===== config.mk =====
export PLATFORM = sky130hd
export DESIGN_NAME = dma_ctl_port
export DESIGN_NICKNAME = d
export VERILOG_FILES = /design/src/rtl/dmactl_pkg.sv /design/src/rtl/dmactl_decode.sv /design/src/rtl/dmactl_chan.sv /design/src/rtl/dma_ctl_port.sv
export SDC_FILE = /design/constraint.sdc
export NUM_CORES = 1
export LEC_CHECK = 0
export ABC_AREA = 1
export BUFFER_PORTS_ARGS = -buffer_cell sky130_fd_sc_hd__buf_4
export CORE_MARGIN = 2
export CORE_UTILIZATION = 52
export DETAILED_ROUTE_END_ITERATION = 10
export PLACE_DENSITY = 0.76
export SLEW_MARGIN = 20
export SYNTH_ARGS = -nofsm -noshare
export SYNTH_HDL_FRONTEND = slang
export SYNTH_SLANG_ARGS = --single-unit

===== constraint.sdc =====
create_clock -name clk -period 1 [get_ports clk]
set_clock_uncertainty 0.1 [all_clocks]
set_input_delay 0.1 -clock clk [delete_from_list [all_inputs] [get_ports clk]]
set_output_delay 0.1 -clock clk [all_outputs]
set_load 0.02 [all_outputs]

===== src/rtl/dmactl_pkg.sv =====
// Shared constants and encodings for the DMA control-register port.
// Assumes exactly four channels, since a 2-bit field names the channel.
package dmactl_pkg;
    localparam int CH_N  = 4;
    localparam int CH_W  = $clog2(CH_N);
    localparam int OFF_N = 8;

    // Meaning of each control offset on a write.
    typedef enum logic [2:0] {
        W_CMD     = 3'd0,
        W_SWREQ   = 3'd1,
        W_MASK1   = 3'd2,
        W_MODE    = 3'd3,
        W_BPCLR   = 3'd4,
        W_MCLR    = 3'd5,
        W_UNMASK  = 3'd6,
        W_MASKALL = 3'd7
    } wr_off_e;

    // Meaning of each control offset on a read.
    typedef enum logic [2:0] {
        R_STAT    = 3'd0,
        R_REQ     = 3'd1,
        R_CMD     = 3'd2,
        R_MODE    = 3'd3,
        R_BPSET   = 3'd4,
        R_TEMP    = 3'd5,
        R_CTRCLR  = 3'd6,
        R_MASK    = 3'd7
    } rd_off_e;

    // Operating mode held in mode bits [7:6].
    typedef enum logic [1:0] {
        OP_DEMAND  = 2'd0,
        OP_SINGLE  = 2'd1,
        OP_BLOCK   = 2'd2,
        OP_CASCADE = 2'd3
    } opmode_e;

    localparam logic [7:0] CMD_UNSUP   = 8'hEB;
    localparam int         CMD_OFF_BIT = 2;
    localparam logic [7:0] TEMP_VAL    = 8'h00;
endpackage


===== src/rtl/dmactl_decode.sv =====
// Offset decoder: turns a bus address and the access strobes into one-hot
// write and read hits. ADDR_SHIFT picks byte spacing (0) or word spacing
// (1), where the low address bit is ignored. Assumes wr_en and rd_en are
// never high together.
module dmactl_decode
    import dmactl_pkg::*;
#(
    parameter int ADDR_SHIFT = 0
) (
    input  logic [ADDR_SHIFT+2:0] addr,
    input  logic                  wr_en,
    input  logic                  rd_en,
    output logic [OFF_N-1:0]      wr_hit,
    output logic [OFF_N-1:0]      rd_hit,
    output logic [2:0]            off
);
    generate
        if (ADDR_SHIFT == 0) begin : g_byte
            assign off = addr[2:0];
        end else begin : g_word
            logic unused_lo;
            assign unused_lo = ^addr[ADDR_SHIFT-1:0];
            assign off = addr[ADDR_SHIFT +: 3];
        end
    endgenerate

    // One-hot hit vectors for the selected offset.
    always_comb begin
        wr_hit      = '0;
        rd_hit      = '0;
        wr_hit[off] = wr_en;
        rd_hit[off] = rd_en;
    end
endmodule


===== src/rtl/dmactl_chan.sv =====
// Per-channel state: mode byte, mask bit, software request flag and
// terminal-count flag. Assumes at most one register strobe per cycle.
// Master clear touches every flag but leaves the mode byte alone.
module dmactl_chan
    import dmactl_pkg::*;
(
    input  logic       clk,
    input  logic       rst_n,
    input  logic       mclr,
    input  logic       pick,
    input  logic       wr_swreq,
    input  logic       wr_mask1,
    input  logic       wr_mode,
    input  logic       wr_unmask,
    input  logic       wr_maskall,
    input  logic       maskall_bit,
    input  logic [7:0] data,
    input  logic       stat_rd,
    input  logic       tc_in,
    input  logic       hw_req,
    output logic [7:0] mode_q,
    output logic       mask_q,
    output logic       req_o,
    output logic       tc_q
);
    logic sw_q;

    // Mode byte: loaded by a mode write aimed at this channel.
    always_ff @(posedge clk) begin
        if (!rst_n)                mode_q <= 8'h00;
        else if (wr_mode && pick)  mode_q <= data;
    end

    // Mask bit: set by reset or master clear, otherwise written by software.
    always_ff @(posedge clk) begin
        if (!rst_n || mclr)         mask_q <= 1'b1;
        else if (wr_maskall)        mask_q <= maskall_bit;
        else if (wr_unmask)         mask_q <= 1'b0;
        else if (wr_mask1 && pick)  mask_q <= data[2];
    end

    // Software request flag.
    always_ff @(posedge clk) begin
        if (!rst_n || mclr)         sw_q <= 1'b0;
        else if (wr_swreq && pick)  sw_q <= data[2];
    end

    // Terminal-count flag: a new event wins over either clearing source.
    always_ff @(posedge clk) begin
        if (!rst_n || mclr)
            tc_q <= 1'b0;
        else if (tc_in && (opmode_e'(mode_q[7:6]) != OP_CASCADE))
            tc_q <= 1'b1;
        else if (stat_rd || (wr_swreq && pick))
            tc_q <= 1'b0;
    end

    // Effective request seen by status and service logic.
    assign req_o = sw_q | hw_req;

    // a cascade channel never gains a terminal count.
    a_r7_cascade_no_tc: assert property (@(posedge clk) disable iff (!rst_n)
        (tc_in && mode_q[7:6] == 2'b11 && !tc_q) |=> !tc_q);

    // a software-request write to this channel leaves its terminal count clear.
    a_r3_swreq_clears_tc: assert property (@(posedge clk) disable iff (!rst_n)
        (wr_swreq && pick && !tc_in) |=> !tc_q);
endmodule


===== src/rtl/dma_ctl_port.sv =====
// Control-register port of a four-channel DMA controller: command, status,
// mask, channel modes and the mode readback counter, plus the strobes for
// a shared byte pointer and per-channel service requests. Read data is
// combinational while rd_en is high; read side effects land on the edge
// that ends the access. Assumes wr_en and rd_en are never high together.
module dma_ctl_port
    import dmactl_pkg::*;
#(
    parameter int ADDR_SHIFT = 0
) (
    input  logic                  clk,
    input  logic                  rst_n,
    input  logic [ADDR_SHIFT+2:0] addr,
    input  logic                  wr_en,
    input  logic                  rd_en,
    input  logic [7:0]            wr_data,
    output logic [7:0]            rd_data,
    output logic                  bptr_clr,
    output logic                  bptr_set,
    input  logic [CH_N-1:0]       hw_req,
    input  logic [CH_N-1:0]       tc_set,
    output logic [CH_N-1:0]       svc_req
);
    logic [OFF_N-1:0] wr_hit, rd_hit;
    logic [2:0]       off;
    logic [7:0]       cmd_q;
    logic [CH_W-1:0]  mctr;
    logic             mclr;
    logic [CH_N-1:0]  mask_v, req_v, tc_v;
    logic [7:0]       mode_v [CH_N];

    dmactl_decode #(.ADDR_SHIFT(ADDR_SHIFT)) u_dec (
        .addr   (addr),
        .wr_en  (wr_en),
        .rd_en  (rd_en),
        .wr_hit (wr_hit),
        .rd_hit (rd_hit),
        .off    (off)
    );

    assign mclr = wr_hit[W_MCLR];

    genvar i;
    generate
        for (i = 0; i < CH_N; i++) begin : g_ch
            dmactl_chan u_ch (
                .clk         (clk),
                .rst_n       (rst_n),
                .mclr        (mclr),
                .pick        (wr_data[CH_W-1:0] == CH_W'(i)),
                .wr_swreq    (wr_hit[W_SWREQ]),
                .wr_mask1    (wr_hit[W_MASK1]),
                .wr_mode     (wr_hit[W_MODE]),
                .wr_unmask   (wr_hit[W_UNMASK]),
                .wr_maskall  (wr_hit[W_MASKALL]),
                .maskall_bit (wr_data[i]),
                .data        (wr_data),
                .stat_rd     (rd_hit[R_STAT]),
                .tc_in       (tc_set[i]),
                .hw_req      (hw_req[i]),
                .mode_q      (mode_v[i]),
                .mask_q      (mask_v[i]),
                .req_o       (req_v[i]),
                .tc_q        (tc_v[i])
            );
            // Service request for one channel.
            assign svc_req[i] = !cmd_q[CMD_OFF_BIT] && !mask_v[i] && req_v[i];
        end
    endgenerate

    // Command register: rejects any value carrying an unsupported bit.
    always_ff @(posedge clk) begin
        if (!rst_n || mclr)
            cmd_q <= 8'h00;
        else if (wr_hit[W_CMD] && ((wr_data & CMD_UNSUP) == 8'h00))
            cmd_q <= wr_data;
    end

    // Mode readback counter: cleared by its own read, stepped by mode reads.
    always_ff @(posedge clk) begin
        if (!rst_n || mclr)        mctr <= '0;
        else if (rd_hit[R_CTRCLR]) mctr <= '0;
        else if (rd_hit[R_MODE])   mctr <= mctr + 1'b1;
    end

    // Byte-pointer strobes, valid during the access itself.
    assign bptr_clr = wr_hit[W_BPCLR] | mclr;
    assign bptr_set = rd_hit[R_BPSET] | rd_hit[R_MODE];

    // Read data multiplexer.
    always_comb begin
        rd_data = 8'h00;
        if (rd_en) begin
            case (rd_off_e'(off))
                R_STAT:  rd_data = {req_v, tc_v};
                R_REQ:   rd_data = {4'hF, req_v};
                R_CMD:   rd_data = cmd_q;
                R_MODE:  rd_data = mode_v[mctr] | 8'h03;
                R_TEMP:  rd_data = TEMP_VAL;
                R_MASK:  rd_data = {4'h0, mask_v};
                default: rd_data = 8'h00;
            endcase
        end
    end

    // a rejected command write leaves the command untouched.
    a_r2_cmd_reject: assert property (@(posedge clk) disable iff (!rst_n)
        (wr_hit[W_CMD] && ((wr_data & CMD_UNSUP) != 8'h00)) |=> $stable(cmd_q));

    // a status read with no new event leaves all terminal counts clear.
    a_r6_stat_clears_tc: assert property (@(posedge clk) disable iff (!rst_n)
        (rd_hit[R_STAT] && tc_set == '0) |=> tc_v == '0);

    // each mode read steps the counter by one, modulo four.
    a_r5_ctr_step: assert property (@(posedge clk) disable iff (!rst_n)
        (rd_hit[R_MODE] && !mclr) |=> mctr == CH_W'($past(mctr) + 1'b1));

    // master clear leaves every channel masked and the command and counter zero.
    a_r10_mclr_state: assert property (@(posedge clk) disable iff (!rst_n)
        mclr |=> (mask_v == '1 && cmd_q == 8'h00 && mctr == '0));

    // writing the disable command silences all service requests.
    a_r8_disable_quiet: assert property (@(posedge clk) disable iff (!rst_n)
        (wr_hit[W_CMD] && wr_data == 8'h04) |=> svc_req == '0);
endmodule


==> summary by stage <==
Worst setup path
The worst endpoint data arrival time is 1.41 ns. The worst register-to-register path ends at mctr[1]$_SDFFE_PP0P_. Across all register-to-register paths, the minimum setup slack is -0.13 ns. Of all nets on the critical path, the largest fanout is 8. For the worst flop-to-flop path, the logic depth is 5. The worst flop-to-flop path startpoint is mctr[0]$_SDFFE_PP0P_.

The kind of start point of the critical path is a register. The category of the critical setup timing path is register to output port. The type of element capturing the critical path is an output port.

For the worst setup path, the data required time is approximately 0.80 ns.

STA
The number of pins exceeding their max-slew limit in the final report is 0. For the finished layout, the period the worst path requires is 1.61 ns. The transition time at the pin with the least slew margin is 0.264 ns.

The ratio of final minimum period to clock period is 161%. Setup repair after global routing could not meet its margin everywhere. The number of failing hold endpoints at the final stage came to 0. Headroom to the max-slew limit came out at between 80% and 90%. Derived from the worst setup path, the maximum achievable clock frequency is roughly 620 MHz.

Setup violations remaining at the end of the flow were counted as 40. The worst hold slack after final layout is roughly 0.0039 ns. Across all setup checks in the final design, the least slack found is -0.610 ns.

Layout
The finished layout holds 604 standard cells, fillers aside. Once layout is done, the placed cells without fillers occupy 0.00419 mm². In the final layout, the share of cells above drive strength 1 is around two fifths. 0 antenna diodes ended up in the layout.

The layout-stage area growth over the synthesis result is 52.7%. In the layout the commonest cells are sky130_fd_sc_hd__nand2_1 (83), sky130_fd_sc_hd__nor2_1 (72), sky130_fd_sc_hd__buf_4 (66). The library cell used most frequently in the layout, excluding fill and tap cells, is sky130_fd_sc_hd__nand2_1. For this run, the post-layout net count is 556.

The utilization after layout is about 80%.

Power
The power density over the cells is about 960 mW/mm². Across the VDD grid, the largest voltage drop is 0.919 mV. For this design the static power due to leakage is 1.88 nW.

Die
The die outline width is 76.6 µm. The initialized floorplan defines 26 standard-cell rows. The effective utilization at floorplan is between 50% and 60%.

The number of primary I/O pins is 37. The floorplan step defined a core boundary enclosing 0.00511 mm². The die outline height is 76.6 µm. The die covers about 0.0059 mm².

Synthesis
The post-synthesis instance area is approximately 0.0027 mm². The primary flip-flop cell chosen by synthesis mapping is sky130_fd_sc_hd__dfxtp_1. Counting flops with an async set or reset pin after synthesis yields a share of 0%. The top cell type by area accounts for 33.6% of the synthesized area. During synthesis, Yosys emitted a total of 0 warnings. The register bit count reported by yosys is 46. The largest area contributor in the netlist is sky130_fd_sc_hd__dfxtp_1. Synthesis produced a netlist whose cell count is 443. Summing the sequential cell areas from Yosys gives 33.6% of the chip area.

The synthesized net count is 466. In this run, synthesis inferred 0 flip-flops with an integrated enable. The mean area per synthesized cell is 6.19 µm². The number of different library cells in the post-synthesis netlist is 24.

In the post-synthesis netlist, the biggest area contributors are sky130_fd_sc_hd__dfxtp_1 (34%), sky130_fd_sc_hd__nand2_1 (15%), sky130_fd_sc_hd__nand3_1 (12%).

Clock network
The depth of the CTS H-tree is 2. The master cell of the clock root buffer is sky130_fd_sc_hd__clkbuf_8. The number of buffers added by the clock tree synthesis step is 5. The longest clock path from root to sink contains 2 buffers. TritonCTS built the clock tree. The clock transition time at the flip-flop clock pins of the worst setup and hold paths is 0.09 ns. For this design, the sink count on the clock tree is 46. Clock latency on the worst-skew pair, taken at its later pin, is 0.31 ns.

Place
The post-DP HPWL is 6360 µm. The congestion estimate from routability-driven global placement came to 0.897. After detailed placement, the total cell area comes to 0.00370 mm². Including well taps, the total number of placed cells is 589. The number of input and output port buffers inserted is 36.

Flow run
Across the run, the number of max-cap violations was 0.

Global routing
Entering global routing, the biggest net connects 25 pins. The total global routing overflow is 0. The global-route wire length before repair is 14,200 µm. The via count of the first global-routing pass is 2,973. The number of antenna violations at the first check in global routing was 0.

Across every metal layer, demand over resource in global routing totals 30.5%.

Hold path
The cell depth of the worst min-delay path is 3. In this run the most critical hold path is launched from wr_data[2]. In this run the worst hold path is classified as input pin to register. The worst hold path terminates at g_ch[3].u_ch.sw_q$_SDFFE_PP0P_.

Drt
The first-iteration detailed-routing DRC count is 274. The wire length reported by the detailed router is 9200 µm. For this run, the detailed router's first-pass iteration total came to 5. The wire length per cell after detailed routing is 15.2 µm. After detailed routing, the number of vias per cell comes to 5.29.

Once detail routing completed, the nets flagged for antenna violations numbered 0. For this block, the via count after detailed routing is roughly 3,200. After detailed routing, the number of remaining DRC violations is 0.

Status
The checks that failed: negative setup slack. The flow ran to the end, but the final reports show violations.
## worst max-delay path by stage
| stage | end | slack (ns) | startpoint | cells past startpoint |
|---|---|---|---|---|
| 2_1_floorplan | rd_data[4] | -0.16 | mctr[0]$_SDFFE_PP0P_ | 7 |
| 5_1_grt | rd_data[3] | -0.67 | mctr[0]$_SDFFE_PP0P_ | 7 |
| 4_1_cts | rd_data[2] | -0.56 | mctr[0]$_SDFFE_PP0P_ | 7 |
| 6_report | rd_data[3] | -0.61 | mctr[0]$_SDFFE_PP0P_ | 7 |
| 3_5_place_dp | rd_data[7] | -0.29 | addr[0] | 7 |
| 3_3_place_gp | rd_data[6] | -0.28 | addr[0] | 7 |
## cells by family after synthesis
group / synth area share (%)
AO/OA/AOI/OAI: 6.39
XOR/XNOR: 0.320
buffers and inverters: 11.8
flip-flops: 33.6
AND/OR/NAND/NOR: 47.9
## state kept, by name, summed over array words and instances (netlist names)
| signal | count |
|---|---|
| cmd_q | 8 |
| g_ch.u_ch.mask_q | 4 |
| g_ch.u_ch.mode_q | 24 |
| g_ch.u_ch.sw_q | 4 |
| g_ch.u_ch.tc_q | 4 |
| mctr | 2 |
## Yosys cell counts, types with 4 or more instances
cell type,n
sky130_fd_sc_hd__nand2_1,107
sky130_fd_sc_hd__nor2_1,86
sky130_fd_sc_hd__nand3_1,65
sky130_fd_sc_hd__inv_1,56
sky130_fd_sc_hd__dfxtp_1,46
sky130_fd_sc_hd__a21oi_1,19
sky130_fd_sc_hd__o21ai_0,13
sky130_fd_sc_hd__nor3_1,11
sky130_fd_sc_hd__buf_2,6
sky130_fd_sc_hd__nor2_8,5
sky130_fd_sc_hd__inv_2,4
sky130_fd_sc_hd__nand2_2,4
## final cells by class
class | instances | area (µm²)
Tap cell | 70 | 87.6
Sequential cell | 46 | 937
Clock buffer | 6 | 72.6
Inverter | 62 | 251
Multi-Input combinational cell | 321 | 1930
Timing Repair Buffer | 97 | 896
Clock inverter | 2 | 13.8
Fill cell | 334 | 921
## per-layer routing
| layer | up-vias | track usage (%) | part of all wire [%] |
|---|---|---|---|
| li1 | 1557 | - | - |
| met1 | 1454 | 40.9 | 43 |
| met2 | 153 | 48.9 | 47 |
| met3 | 34 | 6.52 | 7.4 |
| met4 | 0 | 10.0 | 3.4 |
| met5 | - | 0 | 0 |
## what timing repair did
| item | CTS | global route |
|---|---|---|
| setup buffers | 2 | 3 |
| hold buffers | 4 | 0 |
| gates resized for setup | 52 | 50 |
| cloned | 0 | 0 |
| setup endpoints to repair | 14 | 40 |
| pin swaps | 23 | 25 |
| hold endpoints to repair | 5 | 0 |
## power by group
group / switching [mW] / internal (mW) / total [mW]
registers: 0.0261 / 1.86 / 1.89
clock network: 0.657 / 0.494 / 1.15
logic: 0.562 / 0.420 / 0.983
## critical path, stage by stage, from the launching register on
cell,delay [ns]
sky130_fd_sc_hd__dfxtp_4,0.38
sky130_fd_sc_hd__buf_12,0.15
sky130_fd_sc_hd__nand2_2,0.06
sky130_fd_sc_hd__nand3_2,0.08
sky130_fd_sc_hd__nand2_2,0.07
sky130_fd_sc_hd__nand2_2,0.07
sky130_fd_sc_hd__a21oi_4,0.15
sky130_fd_sc_hd__buf_6,0.13
## through the flow
| step | power (mW) | setup slack, ns | TNS (ns) |
|---|---|---|---|
| 2_1_floorplan | 2.41 | -0.162 | -3.62 |
| 3_3_place_gp | 2.75 | -0.279 | -11.77 |
| 3_5_place_dp | 2.76 | -0.294 | -12.50 |
| 4_1_cts | 3.95 | -0.561 | -5.47 |
| 5_1_grt | 4.18 | -0.665 | -10.19 |
| 6_report | 4.02 | -0.610 | -8.28 |
No activity file was read; power rests on OpenSTA's default activity.
